<file path="src/rtl/mwh_pkg.sv">
package mwh_pkg;
  typedef enum logic [2:0] {
    OP_READ    = 3'd0,
    OP_WRITE   = 3'd1,
    OP_ERASE   = 3'd2,
    OP_WEN     = 3'd3,
    OP_WDIS    = 3'd4,
    OP_CLRALL  = 3'd5,
    OP_FILLALL = 3'd6,
    OP_RSVD    = 3'd7
  } op_e;

  typedef enum logic [2:0] {
    S_IDLE, S_TX, S_RX, S_GAP, S_POLL, S_REL
  } st_e;
endpackage

</file>
<file path="src/rtl/mwh_tick.sv">
// Half-period strobe for the serial clock; restarts whenever run is low.
module mwh_tick #(
  parameter int HALF = 25
) (
  input  logic clk,
  input  logic rst,
  input  logic run,
  output logic tick
);
  localparam int CW = (HALF > 1) ? $clog2(HALF) : 1;

  logic [CW-1:0] cnt_q;

  assign tick = run && (cnt_q == CW'(HALF - 1));

  always_ff @(posedge clk) begin
    if (rst || !run || tick) cnt_q <= '0;
    else                     cnt_q <= cnt_q + 1'b1;
  end

  // half periods never collapse to one clock
  p_tick_spacing_r4: assert property (@(posedge clk) disable iff (rst)
    tick |=> !tick);
endmodule

</file>
<file path="src/rtl/mwh_frame.sv">
// Combinational frame builder: left-aligned bit vector plus its length.
module mwh_frame
  import mwh_pkg::*;
#(
  parameter int AW = 6,
  parameter int DW = 16,
  localparam int FW = 3 + AW + DW,
  localparam int BW = $clog2(FW + 1)
) (
  input  op_e           op,
  input  logic [AW-1:0] addr,
  input  logic [DW-1:0] wdata,
  output logic [FW-1:0] bits,
  output logic [BW-1:0] nbits,
  output logic          is_read,
  output logic          is_prog
);
  logic [1:0]    opc;
  logic [AW-1:0] afield;
  logic          has_data;

  always_comb begin
    afield   = '0;
    opc      = 2'b00;
    has_data = 1'b0;
    is_read  = 1'b0;
    is_prog  = 1'b0;
    case (op)
      OP_READ:    begin opc = 2'b10; afield = addr; is_read = 1'b1; end
      OP_WRITE:   begin opc = 2'b01; afield = addr; has_data = 1'b1; is_prog = 1'b1; end
      OP_ERASE:   begin opc = 2'b11; afield = addr; is_prog = 1'b1; end
      OP_WEN:     afield[AW-1 -: 2] = 2'b11;
      OP_CLRALL:  begin afield[AW-1 -: 2] = 2'b10; is_prog = 1'b1; end
      OP_FILLALL: begin afield[AW-1 -: 2] = 2'b01; has_data = 1'b1; is_prog = 1'b1; end
      default:    afield[AW-1 -: 2] = 2'b00;
    endcase
    bits  = {1'b1, opc, afield, has_data ? wdata : {DW{1'b0}}};
    nbits = has_data ? BW'(FW) : BW'(FW - DW);
  end
endmodule

</file>
<file path="src/rtl/mwh_rx.sv">
// Deserialiser: drops the first sample after start, then emits DW-bit words.
module mwh_rx #(
  parameter int DW = 16
) (
  input  logic          clk,
  input  logic          rst,
  input  logic          start,
  input  logic          bit_en,
  input  logic          bit_val,
  output logic          word_valid,
  output logic [DW-1:0] word
);
  localparam int CW = $clog2(DW);

  logic          skip_q;
  logic [CW-1:0] cnt_q;
  logic [DW-2:0] sr_q;

  always_ff @(posedge clk) begin
    if (rst) begin
      skip_q     <= 1'b0;
      cnt_q      <= '0;
      sr_q       <= '0;
      word       <= '0;
      word_valid <= 1'b0;
    end else begin
      word_valid <= 1'b0;
      if (start) begin
        skip_q <= 1'b1;
        cnt_q  <= '0;
      end else if (bit_en) begin
        if (skip_q) begin
          skip_q <= 1'b0;
        end else begin
          sr_q <= {sr_q[DW-3:0], bit_val};
          if (cnt_q == CW'(DW - 1)) begin
            cnt_q      <= '0;
            word       <= {sr_q, bit_val};
            word_valid <= 1'b1;
          end else begin
            cnt_q <= cnt_q + 1'b1;
          end
        end
      end
    end
  end

  // every word is announced exactly once
  p_word_single_r5: assert property (@(posedge clk) disable iff (rst)
    word_valid |=> !word_valid);
endmodule

</file>
<file path="src/rtl/mw_eeprom_host.sv">
module mw_eeprom_host
  import mwh_pkg::*;
#(
  parameter int ADDR_W     = 6,
  parameter int DATA_W     = 16,
  parameter int LEN_W      = 4,
  parameter int SK_HALF    = 25,    // system clocks per serial clock half, >= 2
  parameter int CS_LOW_MIN = 50,    // system clocks of chip select low after a frame
  parameter int POLL_MAX   = 20000  // ready samples before giving up
) (
  input  logic              clk,
  input  logic              rst,
  input  logic              cmd_valid,
  input  logic [2:0]        cmd_op,
  input  logic [ADDR_W-1:0] cmd_addr,
  input  logic [DATA_W-1:0] cmd_wdata,
  input  logic [LEN_W-1:0]  cmd_len,
  output logic              busy,
  output logic              done,
  output logic              err,
  output logic              rd_valid,
  output logic [DATA_W-1:0] rd_data,
  output logic              mw_cs,
  output logic              mw_sk,
  output logic              mw_di,
  input  logic              mw_do
);
  localparam int FW  = 3 + ADDR_W + DATA_W;
  localparam int BW  = $clog2(FW + 1);
  localparam int RXW = $clog2(DATA_W * (2 ** LEN_W) + 1);
  localparam int TW  = $clog2(CS_LOW_MIN + 1);
  localparam int PW  = $clog2(POLL_MAX + 1);
  localparam int LCW = $clog2(CS_LOW_MIN + 2);

  st_e             st;
  logic            cs_q, sk_q, di_q, ph_q;
  logic            busy_q, done_q, err_q;
  logic [FW-1:0]   tx_sr;
  logic [BW-1:0]   bit_left;
  logic [RXW-1:0]  rx_left;
  logic [TW-1:0]   tmr;
  logic [PW-1:0]   pcnt;
  logic [LEN_W-1:0] words_q;
  logic            is_read_q, is_prog_q, then_poll;

  logic [FW-1:0]   fr_bits;
  logic [BW-1:0]   fr_n;
  logic            fr_read, fr_prog;
  logic            tick, run, accept, last_tx_fall, rx_bit;

  assign accept = (st == S_IDLE) && cmd_valid;
  assign run    = (st == S_TX) || (st == S_RX) || (st == S_POLL) || (st == S_REL);
  assign last_tx_fall = (st == S_TX) && tick && ph_q && (bit_left == BW'(1));
  assign rx_bit = tick && ph_q && ((st == S_RX) || (last_tx_fall && is_read_q));

  mwh_frame #(.AW(ADDR_W), .DW(DATA_W)) u_frame (
    .op(op_e'(cmd_op)), .addr(cmd_addr), .wdata(cmd_wdata),
    .bits(fr_bits), .nbits(fr_n), .is_read(fr_read), .is_prog(fr_prog)
  );

  mwh_tick #(.HALF(SK_HALF)) u_tick (
    .clk(clk), .rst(rst), .run(run), .tick(tick)
  );

  mwh_rx #(.DW(DATA_W)) u_rx (
    .clk(clk), .rst(rst), .start(accept), .bit_en(rx_bit), .bit_val(mw_do),
    .word_valid(rd_valid), .word(rd_data)
  );

  always_ff @(posedge clk) begin
    if (rst) begin
      st        <= S_IDLE;
      cs_q      <= 1'b0;
      sk_q      <= 1'b0;
      di_q      <= 1'b0;
      ph_q      <= 1'b0;
      busy_q    <= 1'b0;
      done_q    <= 1'b0;
      err_q     <= 1'b0;
      tx_sr     <= '0;
      bit_left  <= '0;
      rx_left   <= '0;
      tmr       <= '0;
      pcnt      <= '0;
      words_q   <= '0;
      is_read_q <= 1'b0;
      is_prog_q <= 1'b0;
      then_poll <= 1'b0;
    end else begin
      done_q <= 1'b0;
      case (st)
        S_IDLE: if (cmd_valid) begin
          tx_sr     <= fr_bits;
          bit_left  <= fr_n;
          is_read_q <= fr_read;
          is_prog_q <= fr_prog;
          words_q   <= cmd_len;
          cs_q      <= 1'b1;
          sk_q      <= 1'b0;
          ph_q      <= 1'b0;
          di_q      <= fr_bits[FW-1];
          busy_q    <= 1'b1;
          err_q     <= 1'b0;
          st        <= S_TX;
        end
        S_TX: if (tick) begin
          ph_q <= ~ph_q;
          sk_q <= ~ph_q;
          if (ph_q) begin
            if (bit_left == BW'(1)) begin
              di_q <= 1'b0;
              if (is_read_q) begin
                rx_left <= RXW'(DATA_W) * (RXW'(words_q) + RXW'(1));
                st      <= S_RX;
              end else begin
                cs_q      <= 1'b0;
                tmr       <= TW'(CS_LOW_MIN - 1);
                then_poll <= is_prog_q;
                st        <= S_GAP;
              end
            end else begin
              bit_left <= bit_left - 1'b1;
              tx_sr    <= tx_sr << 1;
              di_q     <= tx_sr[FW-2];
            end
          end
        end
        S_RX: if (tick) begin
          ph_q <= ~ph_q;
          sk_q <= ~ph_q;
          if (ph_q) begin
            if (rx_left == RXW'(1)) begin
              cs_q      <= 1'b0;
              tmr       <= TW'(CS_LOW_MIN - 1);
              then_poll <= 1'b0;
              st        <= S_GAP;
            end else begin
              rx_left <= rx_left - 1'b1;
            end
          end
        end
        S_GAP: begin
          if (tmr == '0) begin
            if (then_poll) begin
              cs_q <= 1'b1;
              ph_q <= 1'b0;
              pcnt <= '0;
              st   <= S_POLL;
            end else begin
              busy_q <= 1'b0;
              done_q <= 1'b1;
              st     <= S_IDLE;
            end
          end else begin
            tmr <= tmr - 1'b1;
          end
        end
        S_POLL: if (tick) begin
          ph_q <= ~ph_q;
          if (ph_q) begin
            if (mw_do) begin
              di_q <= 1'b1;
              st   <= S_REL;
            end else if (pcnt == PW'(POLL_MAX - 1)) begin
              cs_q      <= 1'b0;
              err_q     <= 1'b1;
              tmr       <= TW'(CS_LOW_MIN - 1);
              then_poll <= 1'b0;
              st        <= S_GAP;
            end else begin
              pcnt <= pcnt + 1'b1;
            end
          end
        end
        S_REL: if (tick) begin
          ph_q <= ~ph_q;
          sk_q <= ~ph_q;
          if (ph_q) begin
            di_q      <= 1'b0;
            cs_q      <= 1'b0;
            tmr       <= TW'(CS_LOW_MIN - 1);
            then_poll <= 1'b0;
            st        <= S_GAP;
          end
        end
        default: st <= S_IDLE;
      endcase
    end
  end

  assign mw_cs = cs_q;
  assign mw_sk = sk_q;
  assign mw_di = di_q;
  assign busy  = busy_q;
  assign done  = done_q;
  assign err   = err_q;

  // Checker state: clocks spent with chip select low since it last fell.
  logic [LCW-1:0] cs_lo_cnt;
  logic           seen_hi_q;
  always_ff @(posedge clk) begin
    if (rst) begin
      cs_lo_cnt <= '0;
      seen_hi_q <= 1'b0;
    end else begin
      if (mw_cs) seen_hi_q <= 1'b1;
      if (mw_cs) cs_lo_cnt <= '0;
      else if (cs_lo_cnt != {LCW{1'b1}}) cs_lo_cnt <= cs_lo_cnt + 1'b1;
    end
  end

  p_sk_in_frame_r4: assert property (@(posedge clk) disable iff (rst)
    mw_sk |-> mw_cs);
  p_di_hold_r4: assert property (@(posedge clk) disable iff (rst)
    mw_sk |-> $stable(mw_di));
  p_cs_gap_r6: assert property (@(posedge clk) disable iff (rst)
    (seen_hi_q && $rose(mw_cs)) |-> (cs_lo_cnt >= LCW'(CS_LOW_MIN)));
  p_poll_quiet_r7: assert property (@(posedge clk) disable iff (rst)
    (st == S_POLL) |-> (!mw_sk && mw_cs));
  p_err_release_r8: assert property (@(posedge clk) disable iff (rst)
    $rose(err) |-> !mw_cs);
  p_done_pulse_r10: assert property (@(posedge clk) disable iff (rst)
    done |=> !done);
  p_done_idle_r10: assert property (@(posedge clk) disable iff (rst)
    done |-> !busy);
endmodule

</file>
<file path="config.mk">
export PLATFORM = sky130hd
export DESIGN_NAME = mw_eeprom_host
export DESIGN_NICKNAME = d
export VERILOG_FILES = /design/src/rtl/mwh_pkg.sv /design/src/rtl/mwh_tick.sv /design/src/rtl/mwh_frame.sv /design/src/rtl/mwh_rx.sv /design/src/rtl/mw_eeprom_host.sv
export SDC_FILE = /design/constraint.sdc
export NUM_CORES = 1
export LEC_CHECK = 0
export ABC_AREA = 1
export BUFFER_PORTS_ARGS = -buffer_cell sky130_fd_sc_hd__buf_2
export CAP_MARGIN = 15
export CORE_MARGIN = 2
export CORE_UTILIZATION = 33
export CTS_BUF_LIST = sky130_fd_sc_hd__clkbuf_4 sky130_fd_sc_hd__clkbuf_8 sky130_fd_sc_hd__clkbuf_16
export CTS_CLUSTER_DIAMETER = 100
export DETAILED_ROUTE_END_ITERATION = 8
export PLACE_DENSITY = 0.58
export SLEW_MARGIN = 15
export SYNTH_ARGS = -nofsm -noshare
export SYNTH_HDL_FRONTEND = slang
export SYNTH_SLANG_ARGS = --single-unit
</file>
<file path="constraint.sdc">
create_clock -name clk -period 1.7 [get_ports clk]
set_clock_uncertainty 0.05 [all_clocks]
set_input_delay 0 -clock clk [delete_from_list [all_inputs] [get_ports clk]]
set_output_delay 0 -clock clk [all_outputs]
set_load 0.01 [all_outputs]
</file>
Word-level counts from Yosys, hierarchy flattened
Index checks and enable logic that the tools add are counted.
{ "classes": {"n_mux": 113, "reduce_logical": 54, "bitwise": 6, "n_addsub": 7, "n_eq_ne": 41} }
{ "op_table": {"columns": ["op", "count"], "rows": [
  ["24-bit two-way mux", 4],
  ["15-bit two-way mux", 6],
  ["6-bit two-way mux", 14],
  ["9-bit two-way mux", 7],
  ["24-bit case mux with 2 select lines", 1],
  ["3-bit two-way mux", 15],
  ["1-bit two-way mux", 44],
  ["2-bit != test, second input constant", 20],
  ["15-bit case mux with 2 select lines", 1],
  ["6-bit case mux with 5 select lines", 1],
  ["5-bit two-way mux", 5],
  ["3-bit case mux with 6 select lines", 1],
  ["9-bit case mux with 2 select lines", 1],
  ["17-bit AND reduction", 1],
  ["16-bit two-way mux", 1],
  ["15-bit by 1-bit adder with 15-bit output, second input constant", 1],
  ["15-bit equality test, second input constant", 1],
  ["15-bit AND reduction", 1],
  ["14-bit AND reduction", 1],
  ["2-bit nonzero test", 7],
  ["13-bit AND reduction", 1],
  ["3-bit by 2-bit equality test with 1-bit output, second input constant", 4],
  ["3-bit equality test, second input constant", 4],
  ["4-bit OR reduction", 3],
  ["other kinds (41)", 76]
]} }
{ "totals": {"wordCells": 244, "regBits": 118, "out_inout_bits": 23} }

Logic depth before layout (Yosys ltp)
{ "depth": {"ltp_word": 13, "depth_mapped": 13} }

Modules after synthesis
A second synthesis with hierarchy kept.
{ "hier_totals": {"cells_unflattened": 981, "hier_area_um2": 6451.2} }
{ "modules_own_cells": {"columns": ["mod", "cells_each", "instances", "area_each_um2"], "rows": [
  ["mw_eeprom_host", 663, 1, 4260.3],
  ["mwh_rx", 214, 1, 1574.0],
  ["mwh_frame", 71, 1, 362.8],
  ["mwh_tick", 33, 1, 254.0]
]} }

Worst setup path before layout
Ideal clock, no wire load.
{ "synth_timing": {"path_type": "reg-to-reg", "from": "register u_tick.cnt_q[0]", "to": "register bit_left[4]", "setup_slack_ps": -109, "t_arrival_ps": 1634, "stages_incl_launch_ff": 12, "required_time_ps": 1525, "path_buffers": 2, "path_cell_list": "dfxtp_1 -> inv_1 -> ha_1 -> nand2_1 -> nor2_1 -> nor2_1 -> nor2_1 -> nand2_1 -> nor2_1 -> buf_2 -> buf_2 -> a31oi_1"} }
{ "synth_via": {"elab_chain_len": 4} }
{ "synth_rtl": {"columns": ["item", "line", "text"], "rows": [
  ["from (decl)", "mwh_tick.sv:12", "logic [CW-1:0] cnt_q;"],
  ["from (signal assigned)", "mwh_tick.sv:18", "else cnt_q <= cnt_q + 1'b1;"],
  ["5-bit equality test", "mwh_tick.sv:14", "assign tick = run && (cnt_q == CW'(HALF - 1));"],
  ["1-bit logical AND", "mwh_tick.sv:14", null],
  ["2-bit != test (no source line)", null, null],
  ["5-bit AND reduction (no source line)", null, null],
  ["to (signal assigned)", "mw_eeprom_host.sv:94", "bit_left <= fr_n;"],
  ["to (signal assigned)", "mw_eeprom_host.sv:122", "bit_left <= bit_left - 1'b1;"],
  ["to (decl)", "mw_eeprom_host.sv:39", "logic [BW-1:0] bit_left;"]
]} }
No other way between the ends.
A chain may end at the register's enable or synchronous reset.

Final worst setup path
{ "layout_timing": {"from": "register u_tick.cnt_q[0]", "to": "register pcnt[5]"} }
{ "layout_via": {"elab_chain_len": 4} }
{ "layout_rtl": {"columns": ["item", "line", "text"], "rows": [
  ["5-bit equality test", "mwh_tick.sv:14", null],
  ["1-bit logical AND", "mwh_tick.sv:14", null],
  ["2-bit != test (no source line)", null, null],
  ["7-bit AND reduction (no source line)", null, null],
  ["to (signal assigned)", "mw_eeprom_host.sv:171", "pcnt <= pcnt + 1'b1;"],
  ["to (decl)", "mw_eeprom_host.sv:42", "logic [PW-1:0] pcnt;"]
]} }
No other way between the ends.

==> results.sh <==
export IMPL_outcome="finished, violations left"
export IMPL_violations="setup timing"
export IMPL_drive_above_1_share_pct=33.6
export IMPL_setup_worst_path_start="u_tick.cnt_q[0]"
export IMPL_crit_family="simple AND/OR/NAND/NOR gates"
export IMPL_rsz0062_at_grt="true"
export IMPL_place_congestion=0.845
export IMPL_synth_top_cell_by_area="dfxtp_1"
export IMPL_area_growth_pct=49.1
export IMPL_pin_count=56
export IMPL_synth_cells=854
export IMPL_drc_errors=0
export IMPL_wirelength_um=16100
export IMPL_ant_nets=0
export IMPL_cp_data_arrival_time_ns=2.07
export IMPL_critPathLaunchType="flip-flop"
export IMPL_finalSetupViolations=82
export IMPL_cts_root_buffer="clkbuf_16"
export IMPL_fp_dieW_um=138
export IMPL_dr_pass1_iters=4
export IMPL_worst_slack_ns=-0.101
export IMPL_hpwl_um=10300
export IMPL_portBuffers=55
export IMPL_grt_pass1_wl_um=26900
export IMPL_worstHoldPathType="in2reg"
export IMPL_ys_types=37
export IMPL_final_max_slew_viol_count=0
export IMPL_viasPerCell=4.84
export IMPL_via_count=6180
export IMPL_worst_slew_pin_slew_ns=0.563
export IMPL_dr_first_iter_drc_count=334
export IMPL_final_cells=1276
export IMPL_cts_buffer_depth=2
export IMPL_ys_top_cells_by_area="dfxtp_1 40%, nand2_1 12%, nor2_1 7.3%"
export IMPL_end_kind="flip-flop"
export IMPL_ys_seq_elements=118
export IMPL_wl_per_cell_um=12.6
export IMPL_timing_hold_violations_final=0
export IMPL_cts_sinks=118
export IMPL_synth_edf_count=0
export IMPL_cts_buffers_inserted=17
export IMPL_synth_ff_type="dfxtp_1"
export IMPL_crit_required_ns=1.97
export IMPL_async_flop_share_pct=0
export IMPL_vdd_drop_max_mv=0.911
export IMPL_die_h_um=138
export IMPL_cts_tree="done"
export IMPL_cp_slowest_cell="dfxtp_2"
export IMPL_start_util_pct=33.9
export IMPL_grt_use_total_pct=17.8
export IMPL_grt_max_degree=47
export IMPL_insertion_delay_ns=0.42
export IMPL_htree_levels=4
export IMPL_grt_pass1_vias=5776
export IMPL_critPathMaxStageDelay_ns=0.32
export IMPL_synth_seq_area_share_pct=40.1
export IMPL_path_max_fanout=8
export IMPL_nNetsFinal=1081
export IMPL_maxSlewHeadroom_pct=62.5
export IMPL_synth_fp_nets=897
export IMPL_hold_start="cmd_addr[5]"
export IMPL_hold_ws_ns=0.0227
export IMPL_power_leakage_nw=3.65
export IMPL_reg2reg_from="u_tick.cnt_q[0]"
export IMPL_coreArea_um2=17400
export IMPL_dp_cells=1189
export IMPL_tns_ns=-3.53
export IMPL_finalCriticalPeriod_ns=1.80
export IMPL_netlist_area_um2=5890
export IMPL_rows=48
export IMPL_critPathBufInv=3
export IMPL_syn_avg_cell_area_um2=6.89
export IMPL_grt_overflow_total=0
export IMPL_max_cap_viol_count=0
export IMPL_fillers=1676
export IMPL_antenna_found_initial=0
export IMPL_crit_chain="inv_2 > ha_4 > nand2_4 > nor2_4 > buf_6 > inv_6 > o21ai_4 > nand3_4 > nor2_4 > nand3_2 > nand2_1 > nor2_1"
export IMPL_period_share_pct=106
export IMPL_synth_top_area_share_pct=40.1
export IMPL_crit_type="reg2reg"
export IMPL_fmax_mhz=555
export IMPL_die_area_um2=18900
export IMPL_ys_warn_count=0
export IMPL_crit_top_cell="nor2_4"
export IMPL_n_antenna_cell=0
export IMPL_clk_pin_slew_ns=0.06
export IMPL_pwr_density_cell_nw_per_um2=1550
[tightest hold or removal path, stage by stage]
cell and delay, ns:
buf_2 0.11, nand2_1 0.06, nand3_1 0.07, o21ai_0 0.08, nand2_1 0.06, o21ai_2 0.05
nor2_1 0.03
[power by group]
part,switching (mW),internal [mW],total [mW],leakage (nW)
Clock,1.33,2.09,3.43,0.275
Sequential,0.405,3.36,3.76,0.965
Combinational,3.44,2.94,6.38,2.41
[through the flow]
| stage | util [%] | worst slack, ns | total power [mW] | area [um^2] |
|---|---|---|---|---|
| after floorplan | - | -0.0285 | 6.58 | 5910 |
| after global placement | 40.2 | -0.0965 | 8.22 | 6980 |
| after detailed placement | 40.2 | -0.0794 | 8.24 | 6980 |
| after CTS | 47.5 | -0.0222 | 12.5 | 8250 |
| after global routing | 50.6 | -0.209 | 14.5 | 8780 |
| final | 50.6 | -0.101 | 13.6 | 8780 |
[Yosys cell counts (2+ instances only)]
master,n
clkinv_1,2
nand2_2,5
nor3_1,13
buf_2,8
nand4_1,27
ha_1,10
inv_2,5
nor2_2,3
nand2_1,191
buf_6,4
o211ai_1,2
clkbuf_1,18
xor2_1,9
a21oi_1,72
a31oi_1,21
inv_1,69
nand3_2,4
xnor2_1,5
nand3_1,57
nor2_1,115
dfxtp_1,118
nor2_4,2
o21ai_0,79
nand3b_1,2
[cells by family (layout without fill, tap and decap cells)]
| logic type | count (synthesis) | count (layout) | share of synthesized area (%) |
|---|---|---|---|
| xor gates and xnor gates | 14 | 14 | 2.08 |
| AOI/OAI and AO/OA | 178 | 178 | 16.0 |
| buffers and inverters | 108 | 304 | 7.59 |
| DFF | 118 | 118 | 40.1 |
| muxes | 1 | 1 | 0.170 |
| and+or+nand+nor | 425 | 426 | 31.9 |
| adders and majority gates | 10 | 10 | 2.13 |
[state kept, by name, indices dropped and copies added, names as in the netlist, 3 cells and up]
register,flops
u_rx.word,16
bit_left,5
u_tick.cnt_q,5
u_rx.sr_q,15
tx_sr,24
pcnt,15
words_q,4
rx_left,9
tmr,6
u_rx.cnt_q,4
st,3
[cells in the final DEF (no fill, tap or decap), drive strengths merged]
cell and instances:
nand2 197, buf 163, nor2 121, dfxtp 118, o21ai 80, inv 75
a21oi 72, nand3 63, dlygate4sd3 30, nand4 27, clkbuf 22, a31oi 21
nor3 13, ha 10, xor2 9, clkinv 9, xnor2 5, clkinvlp 4
nand3b 3, o211ai 2, o22ai 1, o21bai 1, or2 1, nor4 1
o2111a 1, mux2i 1, bufinv 1
[repair_timing]
| item | in CTS | in global routing |
|---|---|---|
| setup endpoints to repair | 85 | 104 |
| hold buffers | 30 | 0 |
| buffers inserted | 12 | 7 |
| gates resized for setup | 77 | 156 |
| cloned | 5 | 2 |
| endpoints found under the hold margin | 30 | 0 |
| pin swaps | 25 | 42 |
[final timing paths]
check	end	slack, ns	cells after the start
worst max-delay path	pcnt[5]	-0.10	12
worst min-delay path	tx_sr[21]	0.02	7
worst max register to register	pcnt[5]	-0.10	12
worst min register to register	tx_sr[20]	0.41	2
[final cells by class]
type	instances	area [um^2]	area share, %
inverters	76	303	3.45
repair buffers	195	1570	17.9
clock inverters	12	104	1.18
multi-input cells	629	3670	41.8
clock buffers	20	460	5.25
repair inverters	1	7.51	0.0855
flip-flops and latches	118	2380	27.1
well taps	225	282	3.21
[metal layers]
metal | vias to the layer above | share of wire (%) | track usage, %
li1 | 3213 | - | -
met1 | 2838 | 48 | 23.4
met2 | 105 | 47 | 28.6
met3 | 24 | 3.1 | 4.53
met4 | 0 | 1.9 | 5.67
met5 | - | 0 | 0
No activity file was read; power rests on OpenSTA's default activity.
